==> src/rtl/rtc_guard_pkg.sv <==
package rtc_guard_pkg;

  typedef struct packed {
    logic main_ok;
    logic stby_ok;
    logic bat_new;
    logic pwr_good;
    logic mcu_init;
  } supply_stat_t;

  localparam int STAT_W = $bits(supply_stat_t);

  // divider field value for normal running
  localparam logic [2:0] DIV_RUN = 3'b010;

  function automatic logic div_stops_osc(input logic [2:0] d);
    return (d[2:1] == 2'b00);
  endfunction

endpackage

==> src/rtl/rtc_guard_sync.sv <==
module rtc_guard_sync #(
  parameter int W      = 1,
  parameter int STAGES = 2
) (
  input  logic         clk,
  input  logic         rst_n,
  input  logic [W-1:0] d,
  output logic [W-1:0] q
);
  logic [W-1:0] stg [STAGES];

  genvar i;
  generate
    for (i = 0; i < STAGES; i++) begin : g_stage
      if (i == 0) begin : g_first
        always_ff @(posedge clk or negedge rst_n) begin
          if (!rst_n) stg[0] <= '0;
          else        stg[0] <= d;
        end
      end else begin : g_next
        always_ff @(posedge clk or negedge rst_n) begin
          if (!rst_n) stg[i] <= '0;
          else        stg[i] <= stg[i-1];
        end
      end
    end
  endgenerate

  assign q = stg[STAGES-1];
endmodule

==> src/rtl/rtc_guard_timer.sv <==
module rtc_guard_timer #(
  parameter int unsigned LOCK_CYCLES = 37500
) (
  input  logic clk,
  input  logic rst_n,
  input  logic main_ok,
  input  logic bypass,
  output logic rise,
  output logic start,
  output logic busy
);
  localparam int unsigned CW = (LOCK_CYCLES > 1) ? $clog2(LOCK_CYCLES) : 1;
  localparam logic [CW-1:0] LAST = CW'(LOCK_CYCLES - 1);

  logic          prev_q;
  logic [CW-1:0] cnt_q;

  assign rise  = main_ok & ~prev_q;
  assign start = rise & ~bypass;

  always_ff @(posedge clk or negedge rst_n) begin
    if (!rst_n) begin
      prev_q <= 1'b0;
      busy   <= 1'b0;
      cnt_q  <= '0;
    end else begin
      prev_q <= main_ok;
      if (!main_ok || bypass) begin
        busy  <= 1'b0;
        cnt_q <= '0;
      end else if (start) begin
        busy  <= 1'b1;
        cnt_q <= '0;
      end else if (busy) begin
        if (cnt_q == LAST) begin
          busy  <= 1'b0;
          cnt_q <= '0;
        end else begin
          cnt_q <= cnt_q + 1'b1;
        end
      end
    end
  end


  busy_hold_chk: assert property (@(posedge clk) disable iff (!rst_n)
    (busy && main_ok && !bypass && cnt_q != LAST) |=> busy);


  bypass_clear_chk: assert property (@(posedge clk) disable iff (!rst_n)
    bypass |=> !busy);

endmodule

==> src/rtl/rtc_guard_access.sv <==
module rtc_guard_access (
  input  logic clk,
  input  logic rst_n,
  input  logic main_ok,
  input  logic stby_ok,
  input  logic pwr_good,
  input  logic mcu_init,
  input  logic win_rise,
  input  logic win_start,
  input  logic win_busy,
  input  logic host_req,
  input  logic mcu_req,
  output logic host_lock,
  output logic mcu_lock,
  output logic host_wen,
  output logic mcu_wen
);
  logic join_q;

  assign mcu_lock = ~stby_ok | mcu_init;

  // host also waits for the microcontroller when main came up under its lockout
  always_ff @(posedge clk or negedge rst_n) begin
    if (!rst_n) join_q <= 1'b0;
    else        join_q <= main_ok & mcu_lock & (join_q | win_rise);
  end

  assign host_lock = ~main_ok | ~pwr_good | win_busy | win_start
                   | ((join_q | win_rise) & mcu_lock);

  assign host_wen = host_req & ~host_lock;
  assign mcu_wen  = mcu_req & ~mcu_lock;


  host_wen_chk: assert property (@(posedge clk) disable iff (!rst_n)
    host_wen |-> (main_ok && pwr_good && !win_busy));


  mcu_wen_chk: assert property (@(posedge clk) disable iff (!rst_n)
    mcu_wen |-> (stby_ok && !mcu_init));


  join_block_chk: assert property (@(posedge clk) disable iff (!rst_n)
    (join_q && !stby_ok) |-> !host_wen);

endmodule

==> src/rtl/rtc_guard_osc.sv <==
module rtc_guard_osc (
  input  logic       clk,
  input  logic       rst_n,
  input  logic [2:0] div_ctl,
  input  logic       stby_ok,
  input  logic       bat_new,
  output logic       osc_en,
  output logic       reg_clr
);
  import rtc_guard_pkg::*;

  logic kill_q;

  always_ff @(posedge clk or negedge rst_n) begin
    if (!rst_n) begin
      kill_q  <= 1'b0;
      reg_clr <= 1'b0;
    end else begin
      reg_clr <= kill_q & stby_ok;
      if (bat_new && !stby_ok) kill_q <= 1'b1;
      else if (stby_ok)        kill_q <= 1'b0;
    end
  end

  assign osc_en = ~div_stops_osc(div_ctl) & ~kill_q;


  clr_pulse_chk: assert property (@(posedge clk) disable iff (!rst_n)
    reg_clr |=> !reg_clr);


  kill_osc_chk: assert property (@(posedge clk) disable iff (!rst_n)
    (bat_new && !stby_ok) |=> !osc_en);


  clr_needs_stby_chk: assert property (@(posedge clk) disable iff (!rst_n)
    reg_clr |-> $past(stby_ok));

endmodule

==> src/rtl/rtc_wr_guard.sv <==
module rtc_wr_guard #(
  parameter int unsigned CLK_HZ      = 50_000_000,
  parameter int unsigned LOCK_US     = 750,
  parameter int unsigned LOCK_CYCLES = (CLK_HZ / 1_000_000) * LOCK_US,
  parameter int          SYNC_STAGES = 2
) (
  input  logic       clk,
  input  logic       rst_n,
  input  logic       main_ok_i,
  input  logic       stby_ok_i,
  input  logic       bat_new_i,
  input  logic       pwr_good_i,
  input  logic       mcu_init_i,
  input  logic [2:0] div_ctl_i,
  input  logic       vrt_i,
  input  logic       host_wr_i,
  input  logic       mcu_wr_i,
  output logic       host_wr_o,
  output logic       mcu_wr_o,
  output logic       host_lock_o,
  output logic       mcu_lock_o,
  output logic       osc_en_o,
  output logic       reg_clr_o
);
  import rtc_guard_pkg::*;

  supply_stat_t     raw_s, syn_s;
  logic [STAT_W-1:0] syn_v;
  logic bypass, w_rise, w_start, w_busy;

  assign raw_s = '{main_ok: main_ok_i, stby_ok: stby_ok_i, bat_new: bat_new_i,
                   pwr_good: pwr_good_i, mcu_init: mcu_init_i};

  rtc_guard_sync #(.W(STAT_W), .STAGES(SYNC_STAGES)) u_sync (
    .clk(clk), .rst_n(rst_n), .d(raw_s), .q(syn_v)
  );
  assign syn_s = supply_stat_t'(syn_v);

  assign bypass = (div_ctl_i != DIV_RUN) | ~vrt_i;

  rtc_guard_timer #(.LOCK_CYCLES(LOCK_CYCLES)) u_timer (
    .clk(clk), .rst_n(rst_n), .main_ok(syn_s.main_ok), .bypass(bypass),
    .rise(w_rise), .start(w_start), .busy(w_busy)
  );

  rtc_guard_access u_access (
    .clk(clk), .rst_n(rst_n),
    .main_ok(syn_s.main_ok), .stby_ok(syn_s.stby_ok),
    .pwr_good(syn_s.pwr_good), .mcu_init(syn_s.mcu_init),
    .win_rise(w_rise), .win_start(w_start), .win_busy(w_busy),
    .host_req(host_wr_i), .mcu_req(mcu_wr_i),
    .host_lock(host_lock_o), .mcu_lock(mcu_lock_o),
    .host_wen(host_wr_o), .mcu_wen(mcu_wr_o)
  );

  rtc_guard_osc u_osc (
    .clk(clk), .rst_n(rst_n), .div_ctl(div_ctl_i),
    .stby_ok(syn_s.stby_ok), .bat_new(syn_s.bat_new),
    .osc_en(osc_en_o), .reg_clr(reg_clr_o)
  );


  main_low_lock_chk: assert property (@(posedge clk) disable iff (!rst_n)
    !syn_s.main_ok |-> (host_lock_o && !host_wr_o));


  pg_low_lock_chk: assert property (@(posedge clk) disable iff (!rst_n)
    !syn_s.pwr_good |-> host_lock_o);

endmodule

==> config.mk <==
export PLATFORM = sky130hd
export DESIGN_NAME = rtc_wr_guard
export DESIGN_NICKNAME = d
export VERILOG_FILES = /design/src/rtl/rtc_guard_pkg.sv /design/src/rtl/rtc_guard_sync.sv /design/src/rtl/rtc_guard_timer.sv /design/src/rtl/rtc_guard_access.sv /design/src/rtl/rtc_guard_osc.sv /design/src/rtl/rtc_wr_guard.sv
export SDC_FILE = /design/constraint.sdc
export NUM_CORES = 1
export LEC_CHECK = 0
export BUFFER_PORTS_ARGS = -buffer_cell sky130_fd_sc_hd__buf_2
export CAP_MARGIN = 25
export CORE_UTILIZATION = 55
export CTS_CLUSTER_SIZE = 40
export DETAILED_ROUTE_END_ITERATION = 10
export GPL_TIMING_DRIVEN = 0
export PLACE_DENSITY = 0.78
export SLEW_MARGIN = 15
export SYNTH_ARGS = -nofsm -noshare
export SYNTH_HDL_FRONTEND = slang
export SYNTH_HIERARCHICAL = 1
export SYNTH_SLANG_ARGS = --single-unit
==> constraint.sdc <==
create_clock -name clk -period 6.2 [get_ports clk]
set_input_delay 0.93 -clock clk [delete_from_list [all_inputs] [get_ports clk]]
set_output_delay 0.93 -clock clk [all_outputs]
set_load 0.02 [all_outputs]
Word level (Yosys, flattened, before mapping) --
Cells that the tools add are included.
Operators by class: $add $sub $neg 1, $lt $le $gt $ge 0, reductions and logical operators 7, eq/ne operators 2, bitwise gates (word level) 26, div/mod/pow operators 0, muxes and demuxes 10, shift-type cells 0, $mul 0
Operator list (number):
- 16-bit two-way mux | 4
- 16-bit by 1-bit adder with 16-bit output (second input constant) | 1
- 16-bit equality test (second input constant) | 1
- 1-bit inverter | 10
- 1-bit AND | 9
- 1-bit OR | 7
- 1-bit two-way mux | 6
- 3-bit by 2-bit != test with 1-bit output (second input constant) | 1
- 3-bit nonzero test | 1
- 1-bit logical NOT | 2
- 2-bit logical NOT | 1
- 2-bit nonzero test | 1
- 1-bit logical AND | 1
- 1-bit logical OR | 1
Storage, ports and cells: flip-flop bits (word level) 31, bits of input ports 13, memories kept 0, memory bits (writable) 0, ROM bits 0, logic and storage cells 54, bits in latches 0

Logic depth before layout (Yosys ltp) --
Gate-level depths: netlist (run 1).
word-level depth 8, gate-level depth with buffers 6

Hierarchy --
The synthesis (run 1) kept the hierarchy.
Modules (own cells, without submodules):
- rtc_guard_timer | times used 1, cells each 102, area an instance 988.4 sq um, sequential area each 450.4 sq um
- rtc_guard_sync | times used 1, cells each 15, area an instance 287.8 sq um, sequential area each 250.2 sq um
- rtc_guard_access | times used 1, cells each 10, area an instance 90.1 sq um, sequential area each 25.0 sq um
- rtc_guard_osc | times used 1, cells each 5, area an instance 77.6 sq um, sequential area each 50.0 sq um
- rtc_wr_guard | times used 1, cells each 1, area an instance 11.3 sq um, sequential area each 0.0 sq um

Least setup slack after synthesis (run 1) --
Ideal clock, no wire load.
path type input port to output port, start point in div_ctl_i[2], end point out host_lock_o, arrival time 1656 ps, required time 5270 ps, stages on the path 5, path slack 3614 ps, cells stage by stage nand4bb_1 > nand2b_1 > nor2_1 > nor2_1 > o211ai_1
Between the ends: cells in the longest elaborated chain, start to end 6
Ends and longest elaborated chain:
- start, declared | RTL line rtc_wr_guard.sv:14 | input logic [2:0] div_ctl_i,
- 3-bit by 2-bit != test with 1-bit output | RTL line rtc_wr_guard.sv:39 | assign bypass = (div_ctl_i != DIV_RUN) | ~vrt_i;
- 1-bit OR | RTL line rtc_wr_guard.sv:39
- 1-bit inverter | RTL line rtc_guard_timer.sv:19 | assign start = rise & ~bypass;
- 1-bit AND | RTL line rtc_guard_timer.sv:19
- net w_start | RTL line rtc_wr_guard.sv:29 | logic bypass, w_rise, w_start, w_busy;
- 1-bit OR | RTL line rtc_guard_access.sv:28 | assign host_lock = ~main_ok | ~pwr_good | win_busy | win_start
- 1-bit OR | RTL line rtc_guard_access.sv:29 | | ((join_q | win_rise) & mcu_lock);
- end, declared | RTL line rtc_wr_guard.sv:20 | output logic host_lock_o,
The timed path passes the listed nets, and every way through them passes these cells.

Final worst setup path (run 1) --
start point in div_ctl_i[2], end point out host_wr_o
Between the ends: cells in the longest elaborated chain, start to end 8
Ends and longest elaborated chain:
- 3-bit by 2-bit != test with 1-bit output | RTL line rtc_wr_guard.sv:39
- 1-bit OR | RTL line rtc_wr_guard.sv:39
- net bypass | RTL line rtc_wr_guard.sv:29
- 1-bit inverter | RTL line rtc_guard_timer.sv:19
- 1-bit AND | RTL line rtc_guard_timer.sv:19
- net w_start | RTL line rtc_wr_guard.sv:29
- 1-bit OR | RTL line rtc_guard_access.sv:28
- 1-bit OR | RTL line rtc_guard_access.sv:29
- 1-bit inverter | RTL line rtc_guard_access.sv:31 | assign host_wen = host_req & ~host_lock;
- 1-bit AND | RTL line rtc_guard_access.sv:31
- end, declared | RTL line rtc_wr_guard.sv:18 | output logic host_wr_o,
The timed path passes the listed nets, and every way through them passes these cells.

==> flow_summary.ini, run 1 <==
[sta]
maxSlewViolCount = 0
setup_viol = 0
hold_viol_final = 0
rsz0062_at_grt = no
min_period_ns = 2.86
max-slew-margin-rel_pct = 54.7
period_share_pct = 46.2
worstMarginPinSlew_ns = 0.679
finalSetupTns_ns = 0
clock.fmax_mhz = 349
worst_slack_ns = 3.34
finClkSkew_ns = 0.00858

[synth]
syn-cell-area_um2 = 1460
synth_mux_area_share_pct = 0
yosys.area_share.adder_pct = 0.860
synth_top_family_by_area = simple AND/OR/NAND/NOR gates
synth_xor_area_share_pct = 6.02
synth.area.top_cells = dfrtp_1, xnor2_1, nor2_1
syn_inst = 133
ys_seq_elements = 31
synth_cell_types = 40
synth_compound_area_share_pct = 9.20
synth_top_area_share_pct = 53.3
syn_nets = 147
synth_simple_gate_area_share_pct = 26.2
synth_top_area_cell = dfrtp_1
ys_warn_count = 6
avgSynthCellArea_um2 = 10.9
yosysSeqAreaShare_pct = 53.3

[power]
p_seq_share_pct = 53.1
power_density_nw_per_um2 = 235
switchingPower_uw = 81.0
cellInternalPower_uw = 312
comb_power_share_pct = 5.6
peakVddDrop_mv = 0.214
p_leak_uw = 0.000698
power.share.switching_pct = 20.6
pwr-share-clk_pct = 41.3

[critical_path]
max_stage_delay_ns = 0.24
cp_cell_sequence = buf_2 -> nand4bb_1 -> nand2b_1 -> nor2_1 -> nor2_1 -> o2111a_1 -> buf_2
cp_max_fo = 4
startpoint_type = primary input
r2r_setup_slack_ns = 3.90
endpoint = host_wr_o
r2r-end = u_timer/cnt_q[5]$_DFFE_PN0P_
arrival_ns = 1.93
r2r_start = u_timer/cnt_q[0]$_DFFE_PN0P_
startpoint = div_ctl_i[2]
rr_worst_depth = 6
cp-end-kind = output pin
crit_slowest_cell = nand4bb_1
worstSetupPathType = primary input to output pin
required_ns = 5.27

[routing]
vias_per_cell = 5.75
drtAntennaViolNets = 0
post-route-drc-count = 0
drtIter0Drc = 29
detail_route.first_pass.iterations = 4
num_vias = 1086
routed_wl_um = 2790
routedWlPerCell_um = 14.8

[placed_design]
portBuffers = 18
pre_cts_ws_ns = 3.35
globalplace.congestion = 0.878
dp.cells = 181
dpl.hpwl_um = 1970

[clock_network]
tritoncts = built
cts_inserted_buffers = 5
htreeDepth = 2
cts_setup_buffers = 0
cts.path.max_buffers = 2
root_buffer = clkbuf_4
insertion_delay_ns = 0.33
cts.sinks = 31
hold_buffers = 0
clk_pin_slew_worst_paths_ns = 0.09
cts_resized = 0

[final_layout]
syn2layout_area_growth_pct = 14.7
layout.nets = 172
final_common_cell = dfrtp_1
drive_gt1_share_pct = 24.5
final_util_pct = 67.4
layout_common_cells = dfrtp_1, buf_2, nor2_1
final_cells = 189
antennaDiodeCount = 0

[floorplan]
die-width_um = 53.4
coreArea_um2 = 2480
fp.dieArea_um2 = 2860
chipHeight_um = 53.4
rows = 18
ios = 19
start_util_pct = 58.7

[grt]
grt_max_degree = 32
gr-usage-all-layers_pct = 24.7
first_global_vias = 1018
grt_pass1_wl_um = 4780
antenna_found_initial = 0
overflow = 0

[job]
max_cap_viol_count = 0

[hold_path]
hold_class = register to register
hold_path_depth = 0

[status]
status = finished clean
cells by family (layout without fill, tap and decap cells):
family | after synthesis | after routing
AND/OR/NAND/NOR | 65 | 65
adder cells (fa/ha/maj) | 1 | 1
XOR/XNOR | 10 | 10
AO/OA/AOI/OAI | 16 | 16
buffers and inverters | 10 | 36
flip-flops | 31 | 31
synthesized netlist by cell type (all sizes together):
library cell	count
nand2	7
and3b	1
o21ba	2
nor4bb	1
nand4	4
nand4b	1
or4b	2
o221a	1
nor3b	1
or4	3
a32o	1
nand2b	1
nand3	10
inv	2
nand4bb	2
o2111a	1
xnor2	8
nor3	4
xor2	2
nor2b	2
a31oi	6
clkbuf	2
o21ai	2
nor4b	1
and2	4
ha	1
a21oi	1
o211ai	1
o211a	1
buf	6
nor2	15
nor4	5
dfrtp	31
or3	1
cell type report:
| cell class | count | area, µm² |
|---|---|---|
| Fill cell | 204 | 808 |
| Buffer | 8 | 56.3 |
| Inverter | 2 | 7.51 |
| Tap cell | 30 | 37.5 |
| Timing Repair Buffer | 18 | 90.1 |
| Multi-Input combinational cell | 92 | 616 |
| Clock buffer | 6 | 51.3 |
| Clock inverter | 2 | 35.0 |
| Sequential cell | 31 | 776 |
power groups by stage:
stage / registers, µW / clock network (µW) / logic, µW
floorplan: 213 / 0 / 11.1
global placement: 212 / 0 / 21.6
detailed placement: 213 / 0 / 22.3
CTS: 209 / 168 / 22.3
global route: 209 / 176 / 24.3
finish: 209 / 162 / 21.9
how the worst min path moves through the flow:
stage | from | to | slack, ns
floorplan | u_sync/stg[5]$_DFF_PN0_ | u_sync/q[0]$_DFF_PN0_ | 0.33
global placement | u_sync/stg[5]$_DFF_PN0_ | u_sync/q[0]$_DFF_PN0_ | 0.33
detailed placement | u_sync/stg[5]$_DFF_PN0_ | u_sync/q[0]$_DFF_PN0_ | 0.34
CTS | u_sync/stg[5]$_DFF_PN0_ | u_sync/q[0]$_DFF_PN0_ | 0.36
global route | u_sync/stg[9]$_DFF_PN0_ | u_sync/q[4]$_DFF_PN0_ | 0.37
finish | u_sync/stg[5]$_DFF_PN0_ | u_sync/q[0]$_DFF_PN0_ | 0.35
flip-flops by register name, indices dropped and copies added (netlist names):
register and cells:
u_sync/q 5, u_timer/busy 1, u_sync/stg 5, u_osc/reg_clr 1
u_timer/cnt_q 16, u_access/join_q 1, u_timer/prev_q 1, u_osc/kill_q 1
stage by stage:
stage	cell area [µm²]	total power [µW]	hold slack (ns)
CTS	1670	399	0.359
global route	1670	409	0.366
finish	1670	393	0.355
floorplan	1460	224	0.331
global placement	1580	234	0.331
detailed placement	1580	235	0.336
per-layer routing:
metal,wire length [µm],track usage [%],vias to the layer above
met4,27,11.8,0
met3,113,6.90,6
met1,1280,31.7,522
li1,-,-,530
met5,0,0,-
met2,1370,37.9,28
worst max-delay path, delay by kind of cell:
| family | cells | cell delay [ns] |
|---|---|---|
| AO/OA/AOI/OAI | 1 | 0.15 |
| buffers and inverters | 2 | 0.26 |
| AND/OR/NAND/NOR | 4 | 0.59 |
(Power assumes the default switching activity.)
==> run 2, diff against run 1 <==
--- a/config.mk
+++ b/config.mk
@@ -5,6 +5,7 @@
 export SDC_FILE = /design/constraint.sdc
 export NUM_CORES = 1
 export LEC_CHECK = 0
+export ABC_AREA = 1
 export BUFFER_PORTS_ARGS = -buffer_cell sky130_fd_sc_hd__buf_2
 export CAP_MARGIN = 25
 export CORE_UTILIZATION = 55
==> constraint.sdc (replaced) <==
create_clock -name clk -period 2.8 [get_ports clk]
set_input_delay 0.42 -clock clk [delete_from_list [all_inputs] [get_ports clk]]
set_output_delay 0.42 -clock clk [all_outputs]
set_load 0.02 [all_outputs]
==> run 2 against run 1 <==
  * Setup slack worse by 2.5 ns
  * Count of clock-buffer cells in the layout is 1 lower
  * Critical path type is now register to output pin
  * Largest cell class unchanged
  * Largest power group unchanged
  * Register-to-register slack worse by 2.6 ns
  * Via count is 19% higher
  * Highest routed layer unchanged
  * Critical endpoint unchanged
==> flow_summary.ini, run 2 <==
[placed_design]
dpl.hpwl_um = 2290
portBuffers = 18
pre_cts_ws_ns = 1.00
dp.cells = 249
globalplace.congestion = 0.915

[routing]
top_layer_used = met4
post-route-drc-count = 0
drtAntennaViolNets = 0
wl_met3_um = 178
vias_per_cell = 5.04
num_vias = 1294
met1Wirelength_um = 1340
detail_route.first_pass.iterations = 4
drtIter0Drc = 49
routedWlPerCell_um = 11.4
routed_wl_um = 2930
met2_length_um = 1380

[sta]
clock.fmax_mhz = 522
worst_slack_ns = 0.885
rsz0062_at_grt = no
setup_viol = 0
min_period_ns = 1.91
finalSetupTns_ns = 0
max-slew-margin-rel_pct = 56.2
hold_viol_final = 0
finClkSkew_ns = 0.00846
period_share_pct = 68.4
worstMarginPinSlew_ns = 0.657
maxSlewViolCount = 0

[synth]
synthMostInstantiatedCell = nand2_1
ys_top_cells_by_count = nand2_1, nor2_1, dfrtp_1
ys_seq_elements = 31
synth_ff_type = dfrtp_1
ys_warn_count = 6
synth_top_area_cell = dfrtp_1
syn_nets = 214
synth_edf_count = 0
synth_top_area_share_pct = 47.5
syn-cell-area_um2 = 1630
synth.area.top_cells = dfrtp_1, nand2_1, nor2_1
async_reset_ff_share_pct = 100
synth_cell_types = 27
yosysSeqAreaShare_pct = 47.5
avgSynthCellArea_um2 = 8.17
syn_inst = 200

[clock_network]
root_buffer = clkbuf_4
cts_resized = 0
tritoncts = built
cts_setup_buffers = 0
cts_inserted_buffers = 5
insertion_delay_ns = 0.33
cts.sinks = 31
htreeDepth = 2
clk_pin_slew_worst_paths_ns = 0.10
hold_buffers = 0
cts.path.max_buffers = 2

[final_layout]
top_register = u_timer/cnt_q
largest_register_ff_count = 16
final_common_cell = nand2_1
layout_common_cells = nand2_1, nor2_1, dfrtp_1
layout.nets = 239
syn2layout_area_growth_pct = 12.9
final_cells = 257
drive_gt1_share_pct = 28.3
antennaDiodeCount = 0

[floorplan]
start_util_pct = 58.7
rows = 19
fp.dieArea_um2 = 3190
chipHeight_um = 56.5
coreArea_um2 = 2780
die-width_um = 56.5
ios = 19

[critical_path]
required_ns = 2.38
crit_buf_inv = 3
rr_worst_depth = 10
crit_slowest_cell = dfrtp_1
arrival_ns = 1.49
max_stage_delay_ns = 0.38
r2r-end = u_timer/cnt_q[8]$_DFFE_PN0P_
r2r_setup_slack_ns = 1.34
cp-end-kind = output pin
crit_family = simple AND/OR/NAND/NOR gates
worstSetupPathType = register to output pin
startpoint_type = register
cp_cell_sequence = buf_4 -> nand2_1 -> nor2_1 -> inv_1 -> nand2_1 -> nor2_2 -> nand2_2 -> nor2_2 -> buf_2
cp_max_fo = 5
r2r_start = u_timer/cnt_q[1]$_DFFE_PN0P_

[power]
p_leak_uw = 0.000886
peakVddDrop_mv = 0.540
power_density_nw_per_um2 = 466

[grt]
grt_max_degree = 32
overflow = 0
gr-usage-all-layers_pct = 21.7
first_global_vias = 1208
antenna_found_initial = 0
grt_pass1_wl_um = 5190

[hold_path]
hold_class = primary input to asynchronous set/reset pin

[status]
status = finished clean

[job]
max_cap_viol_count = 0
==> run 2: changes by cell type in the layout (fill, tap and decap cells not counted), moves of 3 or more <==
cell / change
nor3_1: -4
nor2_1: +17
a31oi_1: -6
nor4_1: -5
nor2_2: +12
nor2_4: +3
inv_1: +21
nand2_1: +38
xnor2_1: -7
xor2_1: +3
nand2_2: +7
==> run 2: area by class of cell <==
| type | count | area [µm²] |
|---|---|---|
| buffer | 6 | 48.8 |
| clock buffer | 5 | 37.5 |
| clock inverter | 3 | 43.8 |
| fill | 226 | 937 |
| inverter | 27 | 106 |
| multi-input combinational | 136 | 703 |
| sequential | 31 | 776 |
| tap | 31 | 38.8 |
| timing repair buffer | 18 | 90.1 |
==> run 2: worst max-delay path by stage <==
| stage | from | depth (start not counted) | end |
|---|---|---|---|
| finish | u_sync/q[4]$_DFF_PN0_ | 9 | host_wr_o |
| global route | u_sync/q[4]$_DFF_PN0_ | 9 | host_wr_o |
| CTS | u_sync/q[4]$_DFF_PN0_ | 9 | host_wr_o |
| detailed placement | div_ctl_i[1] | 13 | host_wr_o |
| global placement | div_ctl_i[1] | 13 | host_wr_o |
| floorplan | vrt_i | 11 | host_wr_o |
==> run 2: worst register-to-register path, stage by stage, from the launching register on <==
cell and delay, ns:
dfrtp_1 0.41, ha_1 0.26, nand2_1 0.08, inv_1 0.05, nand2_1 0.05, nor2_2 0.14, nand2_2 0.09, nand2_2 0.08
nand2_4 0.07, clkinv_4 0.08, nor2_1 0.05
==> run 2: power by group <==
part           switching, µW  total, µW  internal [µW]
registers               3.77        462            458
logic                   32.5       52.7           20.2
clock network            158        345            188
==> run 2: kinds of logic after synthesis <==
family	Yosys count	synth area share, %
simple gates	120	35.6
buf+inv	33	9.49
flops	31	47.5
compound gates	9	3.45
xor+xnor	6	3.22
fa+ha+maj	1	0.766
==> run 2: layer usage <==
| layer | GRT usage [%] | vias to the layer above |
|---|---|---|
| met2 | 33.3 | 30 |
| li1 | - | 662 |
| met1 | 28.5 | 598 |
| met3 | 6.91 | 4 |
| met5 | 0 | - |
| met4 | 8.71 | 0 |
==> run 2: through the flow <==
stage | total power [µW] | util (%) | hold WS (ns) | instance area, µm²
floorplan | 499 | - | 0.124 | 1630
global placement | 522 | 63.4 | 0.333 | 1760
detailed placement | 525 | 63.4 | 0.335 | 1760
CTS | 875 | 66.3 | 0.106 | 1840
global route | 899 | 66.3 | 0.137 | 1840
finish | 860 | 66.3 | 0.106 | 1840
